**src/rtl/epi_pkg.sv**
```systemverilog
`timescale 1ns/1ps
package epi_pkg;

   // 10 to the power k as a 64-bit constant.
   function automatic longint unsigned pow10(input int k);
      longint unsigned v;
      v = 1;
      for (int i = 0; i < k; i++) v = v * 10;
      return v;
   endfunction

   // Bits needed to hold value v (at least one).
   function automatic int bits_for(input longint unsigned v);
      int n;
      n = 1;
      for (int b = 0; b < 64; b++)
         if ((v >> b) != 0) n = b + 1;
      return n;
   endfunction

   // Width of the packet-position counter for the largest period.
   function automatic int per_bits(input int mant_w, input int exp_max);
      longint unsigned top;
      top = ((64'd1 << mant_w) - 64'd1) * pow10(exp_max);
      return bits_for(top);
   endfunction

endpackage

```
**src/rtl/epi_rate_dec.sv**
```systemverilog
`timescale 1ns/1ps
// Turns the mantissa/exponent rate code into a period in packets.
module epi_rate_dec #(
   parameter int MANT_W  = 4,
   parameter int EXP_W   = 3,
   parameter int EXP_MAX = 6,
   parameter int PER_W   = 24
) (
   input  logic [MANT_W+EXP_W-1:0] rate_i,
   output logic [PER_W-1:0]        period_o,
   output logic                    mant_zero_o
);
   localparam int N_EXP = 1 << EXP_W;

   if (EXP_MAX >= N_EXP) begin : g_bad_exp
      $error("epi_rate_dec: EXP_MAX does not fit the exponent field");
   end
   if (PER_W < epi_pkg::per_bits(MANT_W, EXP_MAX)) begin : g_bad_per
      $error("epi_rate_dec: PER_W too narrow for the largest period");
   end

   logic [MANT_W-1:0] mant;
   logic [EXP_W-1:0]  expo;
   logic [PER_W-1:0]  cand [N_EXP];

   assign mant = rate_i[MANT_W-1:0];
   assign expo = rate_i[MANT_W+EXP_W-1:MANT_W];

   // One constant-scaled product per exponent code; codes past the
   // maximum reuse the largest scale.
   for (genvar e = 0; e < N_EXP; e++) begin : g_exp
      localparam int ES = (e > EXP_MAX) ? EXP_MAX : e;
      localparam logic [PER_W-1:0] SCALE = PER_W'(epi_pkg::pow10(ES));
      assign cand[e] = PER_W'(mant) * SCALE;
   end

   assign period_o    = cand[expo];
   assign mant_zero_o = (mant == '0);
endmodule

```
**src/rtl/epi_auto_sched.sv**
```systemverilog
`timescale 1ns/1ps
// Automatic run: packet position counter plus remaining-error counter.
module epi_auto_sched #(
   parameter int PER_W = 24,
   parameter int CNT_W = 8,
   parameter logic [CNT_W-1:0] CONT_CODE = '1
) (
   input  logic             clk,
   input  logic             rst_n,
   input  logic             pkt_start_i,
   input  logic             start_i,
   input  logic             mant_zero_i,
   input  logic [PER_W-1:0] period_i,
   input  logic [CNT_W-1:0] count_i,
   output logic             hit_o,
   output logic             done_evt_o,
   output logic             run_o,
   output logic             cont_o
);
   if (CNT_W < 2) begin : g_bad_cnt
      $error("epi_auto_sched: CNT_W must be at least 2");
   end

   logic             run_q;
   logic             cont_q;
   logic [PER_W-1:0] pos_q;
   logic [CNT_W-1:0] left_q;
   logic             at_mark;
   logic             last_hit;
   logic             start_ok;

   // The >= compare also covers a period lowered while a run is active.
   assign at_mark    = (pos_q >= (period_i - PER_W'(1)));
   assign hit_o      = run_q & pkt_start_i & ~mant_zero_i & at_mark;
   assign last_hit   = hit_o & ~cont_q & (left_q == CNT_W'(1));
   assign start_ok   = start_i & ~mant_zero_i;
   assign done_evt_o = last_hit | (start_ok & (count_i == '0));
   assign run_o      = run_q;
   assign cont_o     = cont_q;

   always_ff @(posedge clk) begin
      if (!rst_n) begin
         run_q  <= 1'b0;
         cont_q <= 1'b0;
         pos_q  <= '0;
         left_q <= '0;
      end else if (mant_zero_i) begin
         run_q  <= 1'b0;
         cont_q <= 1'b0;
         pos_q  <= '0;
         left_q <= '0;
      end else if (start_i) begin
         run_q  <= (count_i != '0);
         cont_q <= (count_i == CONT_CODE);
         pos_q  <= '0;
         left_q <= count_i;
      end else if (hit_o) begin
         pos_q <= '0;
         if (!cont_q) left_q <= left_q - CNT_W'(1);
         if (last_hit) run_q <= 1'b0;
      end else if (run_q && pkt_start_i) begin
         pos_q <= pos_q + PER_W'(1);
      end
   end
endmodule

```
**src/rtl/epi_man_latch.sv**
```systemverilog
`timescale 1ns/1ps
// Manual path: rising-edge detect, held until the next packet strobe.
module epi_man_latch (
   input  logic clk,
   input  logic rst_n,
   input  logic en_i,
   input  logic req_i,
   input  logic pkt_start_i,
   output logic pend_o
);
   logic req_q;
   logic pend_q;
   logic rise;

   assign rise   = en_i & req_i & ~req_q;
   assign pend_o = pend_q;

   always_ff @(posedge clk) begin
      if (!rst_n) begin
         req_q  <= 1'b0;
         pend_q <= 1'b0;
      end else begin
         req_q <= req_i;
         // An edge in the strobe cycle itself belongs to the next packet.
         if (pkt_start_i)  pend_q <= rise;
         else if (rise)    pend_q <= 1'b1;
      end
   end
endmodule

```
**src/rtl/epi_ctrl.sv**
```systemverilog
`timescale 1ns/1ps
module epi_ctrl #(
   parameter int MANT_W  = 4,
   parameter int EXP_W   = 3,
   parameter int EXP_MAX = 6,
   parameter int CNT_W   = 8
) (
   input  logic                    clk,
   input  logic                    rst_n,
   input  logic                    pkt_start_i,
   input  logic [MANT_W+EXP_W-1:0] rate_i,
   input  logic [CNT_W-1:0]        count_i,
   input  logic                    start_i,
   input  logic                    man_en_i,
   input  logic                    man_req_i,
   input  logic                    done_clr_i,
   input  logic                    irq_en_i,
   output logic                    corrupt_o,
   output logic                    done_o,
   output logic                    irq_o
);
   localparam int PER_W = epi_pkg::per_bits(MANT_W, EXP_MAX);
   localparam logic [CNT_W-1:0] CONT_CODE = '1;

   if (MANT_W < 1 || EXP_W < 1) begin : g_bad_fields
      $error("epi_ctrl: rate fields must be at least one bit");
   end

   logic [PER_W-1:0] period;
   logic             rate_off;
   logic             auto_hit;
   logic             done_evt;
   logic             run_active;
   logic             run_cont;
   logic             man_pend;
   logic             done_q;

   epi_rate_dec #(
      .MANT_W (MANT_W),
      .EXP_W  (EXP_W),
      .EXP_MAX(EXP_MAX),
      .PER_W  (PER_W)
   ) u_rate (
      .rate_i     (rate_i),
      .period_o   (period),
      .mant_zero_o(rate_off)
   );

   epi_auto_sched #(
      .PER_W    (PER_W),
      .CNT_W    (CNT_W),
      .CONT_CODE(CONT_CODE)
   ) u_auto (
      .clk        (clk),
      .rst_n      (rst_n),
      .pkt_start_i(pkt_start_i),
      .start_i    (start_i),
      .mant_zero_i(rate_off),
      .period_i   (period),
      .count_i    (count_i),
      .hit_o      (auto_hit),
      .done_evt_o (done_evt),
      .run_o      (run_active),
      .cont_o     (run_cont)
   );

   epi_man_latch u_man (
      .clk        (clk),
      .rst_n      (rst_n),
      .en_i       (man_en_i),
      .req_i      (man_req_i),
      .pkt_start_i(pkt_start_i),
      .pend_o     (man_pend)
   );

   always_ff @(posedge clk) begin
      if (!rst_n)          done_q <= 1'b0;
      else if (done_evt)   done_q <= 1'b1;
      else if (done_clr_i) done_q <= 1'b0;
   end

   assign corrupt_o = pkt_start_i & (auto_hit | man_pend);
   assign done_o    = done_q;
   assign irq_o     = done_q & irq_en_i;
endmodule

```
**config.mk**
```make
export PLATFORM = sky130hd
export DESIGN_NAME = epi_ctrl
export DESIGN_NICKNAME = d
export VERILOG_FILES = /design/src/rtl/epi_pkg.sv /design/src/rtl/epi_rate_dec.sv /design/src/rtl/epi_auto_sched.sv /design/src/rtl/epi_man_latch.sv /design/src/rtl/epi_ctrl.sv
export SDC_FILE = /design/constraint.sdc
export NUM_CORES = 1
export LEC_CHECK = 0
export BUFFER_PORTS_ARGS = -buffer_cell sky130_fd_sc_hd__clkbuf_2
export CAP_MARGIN = 40
export CORE_ASPECT_RATIO = 1.2
export CORE_MARGIN = 3
export CORE_UTILIZATION = 40
export CTS_BUF_LIST = sky130_fd_sc_hd__clkbuf_8
export DETAILED_ROUTE_END_ITERATION = 16
export HOLD_SLACK_MARGIN = 0.03
export PLACE_DENSITY = 0.63
export SLEW_MARGIN = 20
export SYNTH_ARGS = -nofsm -noshare
export SYNTH_HDL_FRONTEND = slang
export SYNTH_HIERARCHICAL = 1
export SYNTH_SLANG_ARGS = --single-unit
```
**constraint.sdc**
```tcl
create_clock -name clk -period 9.9 [get_ports clk]
set_clock_uncertainty 0.05 [all_clocks]
set_input_delay 1.485 -clock clk [delete_from_list [all_inputs] [get_ports clk]]
set_output_delay 1.485 -clock clk [all_outputs]
set_load 0.01 [all_outputs]
```
Word level (Yosys, flattened, before mapping)
Index checks and enable logic that the tools add are counted.
{ "word_totals": {"ff_bits": 37, "input_bits": 23, "output_inout_bits": 3, "wordCells": 64} }
{ "op_classes": {"addsub": 3, "n_mul": 6, "magnitude_cmp": 2, "eq_ne": 3, "n_mux": 13, "bitwise": 18, "reduce_logical": 12} }
{ "ops": {"columns": ["operator", "n"], "rows": [
  ["binary-select mux 24 bit (select 3 bit)", 1],
  ["2-to-1 mux 24 bit", 2],
  ["adder 24 x 1 -> 24 bit (second input constant)", 1],
  [">= comparator 24 bit", 1],
  ["2-to-1 mux 8 bit", 3],
  ["subtractor 24 x 1 -> 24 bit (second input constant)", 1],
  ["multiplier 4 x 14 -> 18 bit (second input constant)", 1],
  ["multiplier 4 x 12 -> 16 bit (second input constant)", 1],
  ["multiplier 4 x 10 -> 14 bit (second input constant)", 1],
  ["bitwise AND 1 bit", 11],
  ["multiplier 4 x 7 -> 11 bit (second input constant)", 1],
  ["multiplier 4 x 5 -> 9 bit (second input constant)", 1],
  ["== test 8 x 1 -> 1 bit (second input constant)", 1],
  ["== test 8 bit (second input constant)", 1],
  ["logical NOT 8 bit", 1],
  ["nonzero test 2 bit", 4],
  ["nonzero test 8 bit", 1],
  ["subtractor 8 x 1 -> 8 bit (second input constant)", 1],
  ["multiplier 4 x 3 -> 7 bit (second input constant)", 1],
  ["2-to-1 mux 1 bit", 7],
  [">= comparator 4 bit (second input constant)", 1],
  ["logical NOT 4 bit", 1],
  ["NOT 1 bit", 4],
  ["NOT 3 -> 4 bit", 1],
  ["other kinds (6)", 8]
]} }

Logic depth before layout (Yosys ltp)
Gate-level depths: netlist of the first run.
{ "logic_depth": {"depth_word": 12, "mapped_depth": 26, "ltp_nobuf": 24} }

Cells and area by module
The synthesis of the first run kept the hierarchy.
{ "modules_own_cells": {"columns": ["mod", "instances", "cells_per_inst", "area_per_inst_um2", "seq_area_each_um2"], "rows": [
  ["epi_auto_sched", 1, 308, 2509.9, 680.7],
  ["epi_rate_dec", 1, 261, 2030.7, 0.0],
  ["epi_man_latch", 1, 6, 66.3, 40.0],
  ["epi_ctrl", 1, 5, 56.3, 20.0]
]} }

Worst setup path after synthesis of the first run
No wires, ideal clock.
{ "synth_path": {"path_kind": "input port to output port", "startpoint": "input rate_i[1]", "endpoint": "output corrupt_o", "t_arrival_ns": 6.923, "required_ns": 8.365, "setup_slack_ns": 1.442, "cell_stages": 23, "n_path_buf": 1, "cell_sequence": "fa_1 -> inv_1 -> fa_1 -> inv_1 -> ha_1 -> a21o_1 -> a21oi_1 -> xor2_1 -> a32oi_1 -> o21ai_0 -> or3_1 -> or3_1 -> or4_1 -> buf_2 -> nor3_1 -> xnor2_1 -> ha_1 -> a21o_1 -> a21o_1 -> a221o_1 -> nor3_1 -> a21oi_1 -> o21a_1"} }
{ "synth_between": {"elab_chain_len": 9, "word_cells_on_any_way": 17, "cone_classes": "add/sub: 1; mul: 6; order compare: 1; mux: 3; bitwise: 5; reduce/logical: 1"} }
{ "synth_rtl": {"columns": ["item", "line", "text"], "rows": [
  ["start: declaration", "epi_ctrl.sv:11", "input logic [MANT_W+EXP_W-1:0] rate_i,"],
  ["multiplier 4 x 14 -> 18 bit (tied with other cells)", "epi_rate_dec.sv:34", "assign cand[e] = PER_W'(mant) * SCALE;"],
  ["binary-select mux 24 bit (select 3 bit) (*)", "epi_rate_dec.sv:37", "assign period_o = cand[expo];"],
  ["2-to-1 mux 24 bit (not written as such) (*) (2 in series)", "epi_rate_dec.sv:37", null],
  ["net period[10]", "epi_ctrl.sv:29", "logic [PER_W-1:0] period;"],
  ["subtractor 24 x 1 -> 24 bit (*)", "epi_auto_sched.sv:33", "assign at_mark = (pos_q >= (period_i - PER_W'(1)));"],
  [">= comparator 24 bit (*)", "epi_auto_sched.sv:33", null],
  ["bitwise AND 1 bit (*)", "epi_auto_sched.sv:34", "assign hit_o = run_q & pkt_start_i & ~mant_zero_i & at_mark;"],
  ["net auto_hit", "epi_ctrl.sv:31", "logic auto_hit;"],
  ["bitwise OR 1 bit (*)", "epi_ctrl.sv:82", "assign corrupt_o = pkt_start_i & (auto_hit | man_pend);"],
  ["bitwise AND 1 bit (*)", "epi_ctrl.sv:82", null],
  ["end: declaration", "epi_ctrl.sv:18", "output logic corrupt_o,"]
]} }
Mark *: on every way through the listed nets, which the timed path passes. The rest lies on a longest branch. The select of a mux whose other input is x is not followed.

Final worst setup path of the first run
{ "layout_path": {"startpoint": "input rate_i[2]", "endpoint": "output corrupt_o"} }
Same word-level chain as after synthesis.

==> flow_metrics.env, run 1 <==
export IMPL_drtIter0Drc=114
export IMPL_cts_tree="done"
export IMPL_holdBufCountCts=0
export IMPL_netlist_top_cells_count="ha_1, nor2_1, nand2_1, xor2_1, dfxtp_1"
export IMPL_synth_cells=580
export IMPL_core_area_mm2=0.01119
export IMPL_syn_nets=682
export IMPL_placementRows=42
export IMPL_synthTopCellsByArea="ha_1, dfxtp_1, xor2_1"
export IMPL_start_kind="input port"
export IMPL_crit_path_max_incr_delay_ns=0.70
export IMPL_layout_drive_gt1_share_pct=9.683
export IMPL_status="finished clean"
export IMPL_wl_per_cell_um=15.96
export IMPL_rrSetupSlack_ns=6.86
export IMPL_die_w_um=104.6
export IMPL_instances_no_fill=753
export IMPL_die_area_mm2=0.01299
export IMPL_timing_final_crit_share_pct=93.71
export IMPL_yosysMostFrequentCell="ha_1"
export IMPL_port_buffers=25
export IMPL_ys_warn_count=6
export IMPL_routed_via_density=5.667
export IMPL_drc=0
export IMPL_diodes=0
export IMPL_rr_endpoint="u_auto/pos_q[12]$_SDFFE_PP0P_"
export IMPL_clk_pin_slew_ns=0.08
export IMPL_synth_seq_cells=37
export IMPL_fin_nets=701
export IMPL_syn_area_per_cell_um2=8.040
export IMPL_clock_fmax_mhz=107.8
export IMPL_hp_class="reg -> reg"
export IMPL_multi_input_area_mm2=0.003744
export IMPL_synth_ff_type="dfxtp_1"
export IMPL_synth_edf_count=0
export IMPL_clock_latency_ns=0.30
export IMPL_regToRegStartpoint="u_auto/pos_q[0]$_SDFFE_PP0P_"
export IMPL_grt_max_degree=35
export IMPL_die_h_um=124.3
export IMPL_setup_tns_ns=0
export IMPL_power_leakage_nw=2.095
export IMPL_drv_slew=0
export IMPL_cts_resized=0
export IMPL_vias=4267
export IMPL_gp_congestion=0.9155
export IMPL_critPathArrivalTime_ns=7.74
export IMPL_hpwl_um=9815
export IMPL_cts_sinks=37
export IMPL_post_synth_top_area_cell="ha_1"
export IMPL_setup_worst_path_end="corrupt_o"
export IMPL_post_cts_buffers=0
export IMPL_netlist_area_mm2=0.004663
export IMPL_grt_usage_pct=18.60
export IMPL_max_slew_margin_rel_pct=47.60
export IMPL_root_buffer="clkbuf_8"
export IMPL_grt_first_pass_wirelength_um=19870
export IMPL_async_flop_share_pct=0
export IMPL_setup_viol=0
export IMPL_wirelength_um=12020
export IMPL_ant_nets=0
export IMPL_peakVddDrop_uv=46.85
export IMPL_crit_path_start="rate_i[2]"
export IMPL_power_density_mw_per_mm2=107.5
export IMPL_io_pins=26
export IMPL_seqCellArea_um2=740.7
export IMPL_initial_core_util_pct=41.66
export IMPL_ys_seq_area_share_pct=15.88
export IMPL_place_inst=744
export IMPL_overflow=0
export IMPL_drtPass1Iterations=4
export IMPL_path_class="in -> out"
export IMPL_cp_slowest_cell="fa_1"
export IMPL_required_ns=8.37
export IMPL_clockBufferDepth=2
export IMPL_cts_max_level=2
export IMPL_finalCriticalPeriod_ns=9.277
export IMPL_ff2ff_path_depth=10
export IMPL_antenna_found_initial=0
export IMPL_numCtsBuffers=5
export IMPL_yosys_area_top_type_share_pct=19.05
export IMPL_endpoint_kind="output pin"
export IMPL_ys_types=70
export IMPL_grt_pass1_vias=4130
export IMPL_area_delta_synth_final_pct=8.210
export IMPL_finalHoldViolations=0
export IMPL_rsz0062_at_grt="false"
export IMPL_cp_max_fo=16
export IMPL_fillers=1127
export IMPL_worst_pin_slew_ns=0.7758
export IMPL_maxCapViolCount=0
==> cells by family (layout without fill, tap and decap cells) <==
family	Yosys count	count (layout)	share of synthesized area (%)
multiplexers	6	6	1.368
buffers and inverters	44	63	3.837
XOR/XNOR	74	74	13.90
AO/OA/AOI/OAI	125	125	18.73
adder cells (fa/ha/maj)	79	79	22.48
AND/OR/NAND/NOR	215	215	23.80
flip-flops	37	37	15.88
==> layout by cell type (no fill, tap or decap), drive strengths merged, types with 10 or more instances in the layout <==
cell    Yosys  layout
a211oi     12      12
a21oi      30      30
and3       10      10
clkbuf      8      30
dfxtp      37      37
ha         71      71
inv        26      26
nand2      39      39
nand3      17      17
nand4      16      16
nor2       54      54
nor2b      11      11
nor3       19      19
o21ai      21      21
xnor2      36      36
xor2       38      38
==> flip-flops by register name, summed over array words and instances, names as in the netlist <==
name and count:
u_man/pend_o 1, u_auto/cont_o 1, u_auto/pos_q 24, u_auto/run_o 1, u_man/req_q 1, u_auto/left_q 8, done_o 1
==> worst max-delay path, delay by kind of cell <==
kind	cells	cell delay [ns]
muxes	1	0.14
and+or+nand+nor	7	2.18
AOI/OAI and AO/OA	6	1.18
adders and majority gates	4	1.80
buffers and inverters	5	0.70
xor gates and xnor gates	2	0.25
==> per-stage QoR <==
stage	util, %	cell area, um2	setup WS, ns	total power, W	hold WS, ns
floorplan	-	4663	1.442	0.0003499	0.3993
global placement	43.97	4922	0.7545	0.0004070	0.4093
detailed placement	43.97	4922	0.6425	0.0004113	0.4245
CTS	44.90	5026	0.6228	0.0005443	0.4359
global route	45.08	5046	0.3251	0.0005814	0.4663
finish	45.08	5046	0.6225	0.0005423	0.4404
==> routing by layer <==
| layer | vias up | routed length [um] | track usage [%] |
|---|---|---|---|
| met2 | 114 | 5840 | 32.89 |
| li1 | 2135 | - | - |
| met5 | - | 0 | 0 |
| met1 | 1974 | 5010 | 20.93 |
| met4 | 0 | 648 | 10.64 |
| met3 | 44 | 517 | 3.059 |
==> area by class of cell <==
cell class              count  share of cell area (%)
multi-input cells         499                   74.19
repair buffers             30                   3.323
clock inverters             2                  0.6943
inverters                  26                   1.934
well taps                 154                   3.819
clock buffers               5                   1.364
flip-flops and latches     37                   14.68
==> worst min-delay path by stage <==
stage                                    startpoint                         to  slack [ns]  cells after the start
after detailed placement  u_man/pend_o$_SDFFE_PN0P_  u_man/pend_o$_SDFFE_PN0P_        0.42                      2
after floorplan           u_man/pend_o$_SDFFE_PN0P_  u_man/pend_o$_SDFFE_PN0P_        0.40                      2
after global routing      u_man/pend_o$_SDFFE_PN0P_  u_man/pend_o$_SDFFE_PN0P_        0.47                      2
after global placement    u_man/pend_o$_SDFFE_PN0P_  u_man/pend_o$_SDFFE_PN0P_        0.41                      2
after CTS                 u_man/pend_o$_SDFFE_PN0P_  u_man/pend_o$_SDFFE_PN0P_        0.44                      2
final                     u_man/pend_o$_SDFFE_PN0P_  u_man/pend_o$_SDFFE_PN0P_        0.44                      2
==> power by group <==
part           switching, W  internal, W  total (W)  leakage [nW]
Sequential       0.00000303     0.000152   0.000155         0.301
Clock             0.0000576    0.0000732   0.000131        0.0540
Combinational      0.000151     0.000106   0.000256          1.74
Power figures use the tool's default switching activity.
==> inputs of run 2 (changes only) <==
--- a/config.mk
+++ b/config.mk
@@ -12,8 +12,8 @@
 export CORE_UTILIZATION = 40
 export CTS_BUF_LIST = sky130_fd_sc_hd__clkbuf_8
 export DETAILED_ROUTE_END_ITERATION = 16
-export HOLD_SLACK_MARGIN = 0.03
 export PLACE_DENSITY = 0.63
+export RECOVER_POWER = 50
 export SLEW_MARGIN = 20
 export SYNTH_ARGS = -nofsm -noshare
 export SYNTH_HDL_FRONTEND = slang
==> run 2 against run 1 <==
Combinational power about the same. Sequential cell count unchanged. Clock-buffer cell count unchanged. Worst hold slack improved by 0.0013 ns. Critical path depth unchanged. Cell area decreased by 0.57%. Setup slack got worse by 0.067 ns.
==> flow_metrics.env, run 2 (synthesis results as in run 1) <==
export IMPL_status="finished clean"
export IMPL_die_h_um=124.3
export IMPL_antenna_found_initial=0
export IMPL_area_delta_synth_final_pct=7.593
export IMPL_rr_endpoint="u_auto/pos_q[12]$_SDFFE_PP0P_"
export IMPL_clock_fmax_mhz=107.0
export IMPL_seqCellArea_um2=740.7
export IMPL_max_slew_margin_rel_pct=42.04
export IMPL_final_common_cell="ha_1"
export IMPL_hold_slack_ns=0.4418
export IMPL_drtIter0Drc=96
export IMPL_multi_input_area_mm2=0.003737
export IMPL_overflow=0
export IMPL_root_buffer="clkbuf_8"
export IMPL_power_leakage_nw=2.070
export IMPL_finalHoldViolations=0
export IMPL_peakVddDrop_uv=46.86
export IMPL_grt_first_pass_wirelength_um=19870
export IMPL_maxCapViolCount=0
export IMPL_layout_drive_gt1_share_pct=8.514
export IMPL_setup_viol=0
export IMPL_fin_nets=701
export IMPL_die_area_mm2=0.01299
export IMPL_cts_max_level=2
export IMPL_holdBufCountCts=0
export IMPL_grt_max_degree=35
export IMPL_critPathArrivalTime_ns=7.81
export IMPL_clock_latency_ns=0.30
export IMPL_port_buffers=25
export IMPL_timing_final_crit_share_pct=94.38
export IMPL_die_w_um=104.6
export IMPL_drc=0
export IMPL_power_total_w=0.0005404
export IMPL_clockBufferDepth=2
export IMPL_vias=4245
export IMPL_setup_tns_ns=0
export IMPL_hold_end="u_man/pend_o$_SDFFE_PN0P_"
export IMPL_power_density_mw_per_mm2=107.7
export IMPL_placementRows=42
export IMPL_finalCriticalPeriod_ns=9.344
export IMPL_ff2ff_path_depth=10
export IMPL_hpwl_um=9815
export IMPL_wirelength_um=12000
export IMPL_hp_class="reg -> reg"
export IMPL_crit_path_max_incr_delay_ns=0.70
export IMPL_path_delay_family="simple AND/OR/NAND/NOR gates"
export IMPL_drtPass1Iterations=4
export IMPL_rrSetupSlack_ns=6.64
export IMPL_largest_reg_flops=24
export IMPL_routed_via_density=5.637
export IMPL_regToRegStartpoint="u_auto/pos_q[0]$_SDFFE_PP0P_"
export IMPL_start_kind="input port"
export IMPL_gp_congestion=0.9155
export IMPL_core_area_mm2=0.01119
export IMPL_worst_pin_slew_ns=0.8695
export IMPL_reg_top3="u_auto/pos_q: 24 flops, u_auto/left_q: 8 flops"
export IMPL_required_ns=8.37
export IMPL_rsz0062_at_grt="false"
export IMPL_crit_buf_inv=5
export IMPL_initial_core_util_pct=41.66
export IMPL_numCtsBuffers=5
export IMPL_final_util_pct=44.82
export IMPL_cp_max_fo=16
export IMPL_ant_nets=0
export IMPL_cp_slowest_cell="fa_1"
export IMPL_instances_no_fill=753
export IMPL_diodes=0
export IMPL_post_cts_buffers=0
export IMPL_clk_pin_slew_ns=0.08
export IMPL_cts_resized=0
export IMPL_path_class="in -> out"
export IMPL_endpoint_kind="output pin"
export IMPL_regMostFlops="u_auto/pos_q"
export IMPL_drv_slew=0
export IMPL_cts_tree="done"
export IMPL_place_inst=744
export IMPL_cts_sinks=37
export IMPL_worstHoldPathCells=2
export IMPL_min_from="u_man/pend_o$_SDFFE_PN0P_"
export IMPL_io_pins=26
export IMPL_fillers=1132
export IMPL_grt_pass1_vias=4130
export IMPL_wl_per_cell_um=15.94
export IMPL_grt_usage_pct=18.60
export IMPL_mostFrequentLayoutCells="ha_1, nor2_1, nand2_1, xor2_1, dfxtp_1"
## run 2: layout make-up
cell class | count | share of cell area [%]
clock buffers | 5 | 1.372
multi-input cells | 499 | 74.49
inverters | 26 | 1.945
repair buffers | 30 | 2.893
well taps | 154 | 3.840
flip-flops and latches | 37 | 14.76
clock inverters | 2 | 0.6983
## run 2: how the worst max path moves through the flow
stage,cells past startpoint,endpoint,startpoint
after detailed placement,25,corrupt_o,rate_i[2]
after global routing,25,corrupt_o,rate_i[2]
after floorplan,23,corrupt_o,rate_i[1]
after global placement,25,corrupt_o,rate_i[2]
after CTS,25,corrupt_o,rate_i[2]
final,25,corrupt_o,rate_i[2]
## run 2: power breakdown
part | internal (W) | total (W) | switching, W | leakage [nW]
clock network | 0.0000732 | 0.000130 | 0.0000568 | 0.0540
registers | 0.000152 | 0.000155 | 0.00000302 | 0.301
logic | 0.000105 | 0.000255 | 0.000150 | 1.72
total | 0.000330 | 0.000540 | 0.000210 | 2.07
## run 2: stage by stage
step / cell area, um2 / setup WS, ns
after floorplan: 4663 / 1.442
after global placement: 4922 / 0.7545
after detailed placement: 4922 / 0.6425
after CTS: 5026 / 0.6228
after global routing: 5017 / 0.2405
final: 5017 / 0.5560
## run 2: worst min-delay path: cells and delay by family (launching register included)
family | cells | cell delay, ns
simple gates | 2 | 0.13
flops | 1 | 0.33
## run 2: layer usage
layer / global-route usage, % / wire length [um]
met1: 20.93 / 5055
met4: 10.64 / 573
met3: 3.059 / 458
met2: 32.89 / 5914
met5: 0 / 0
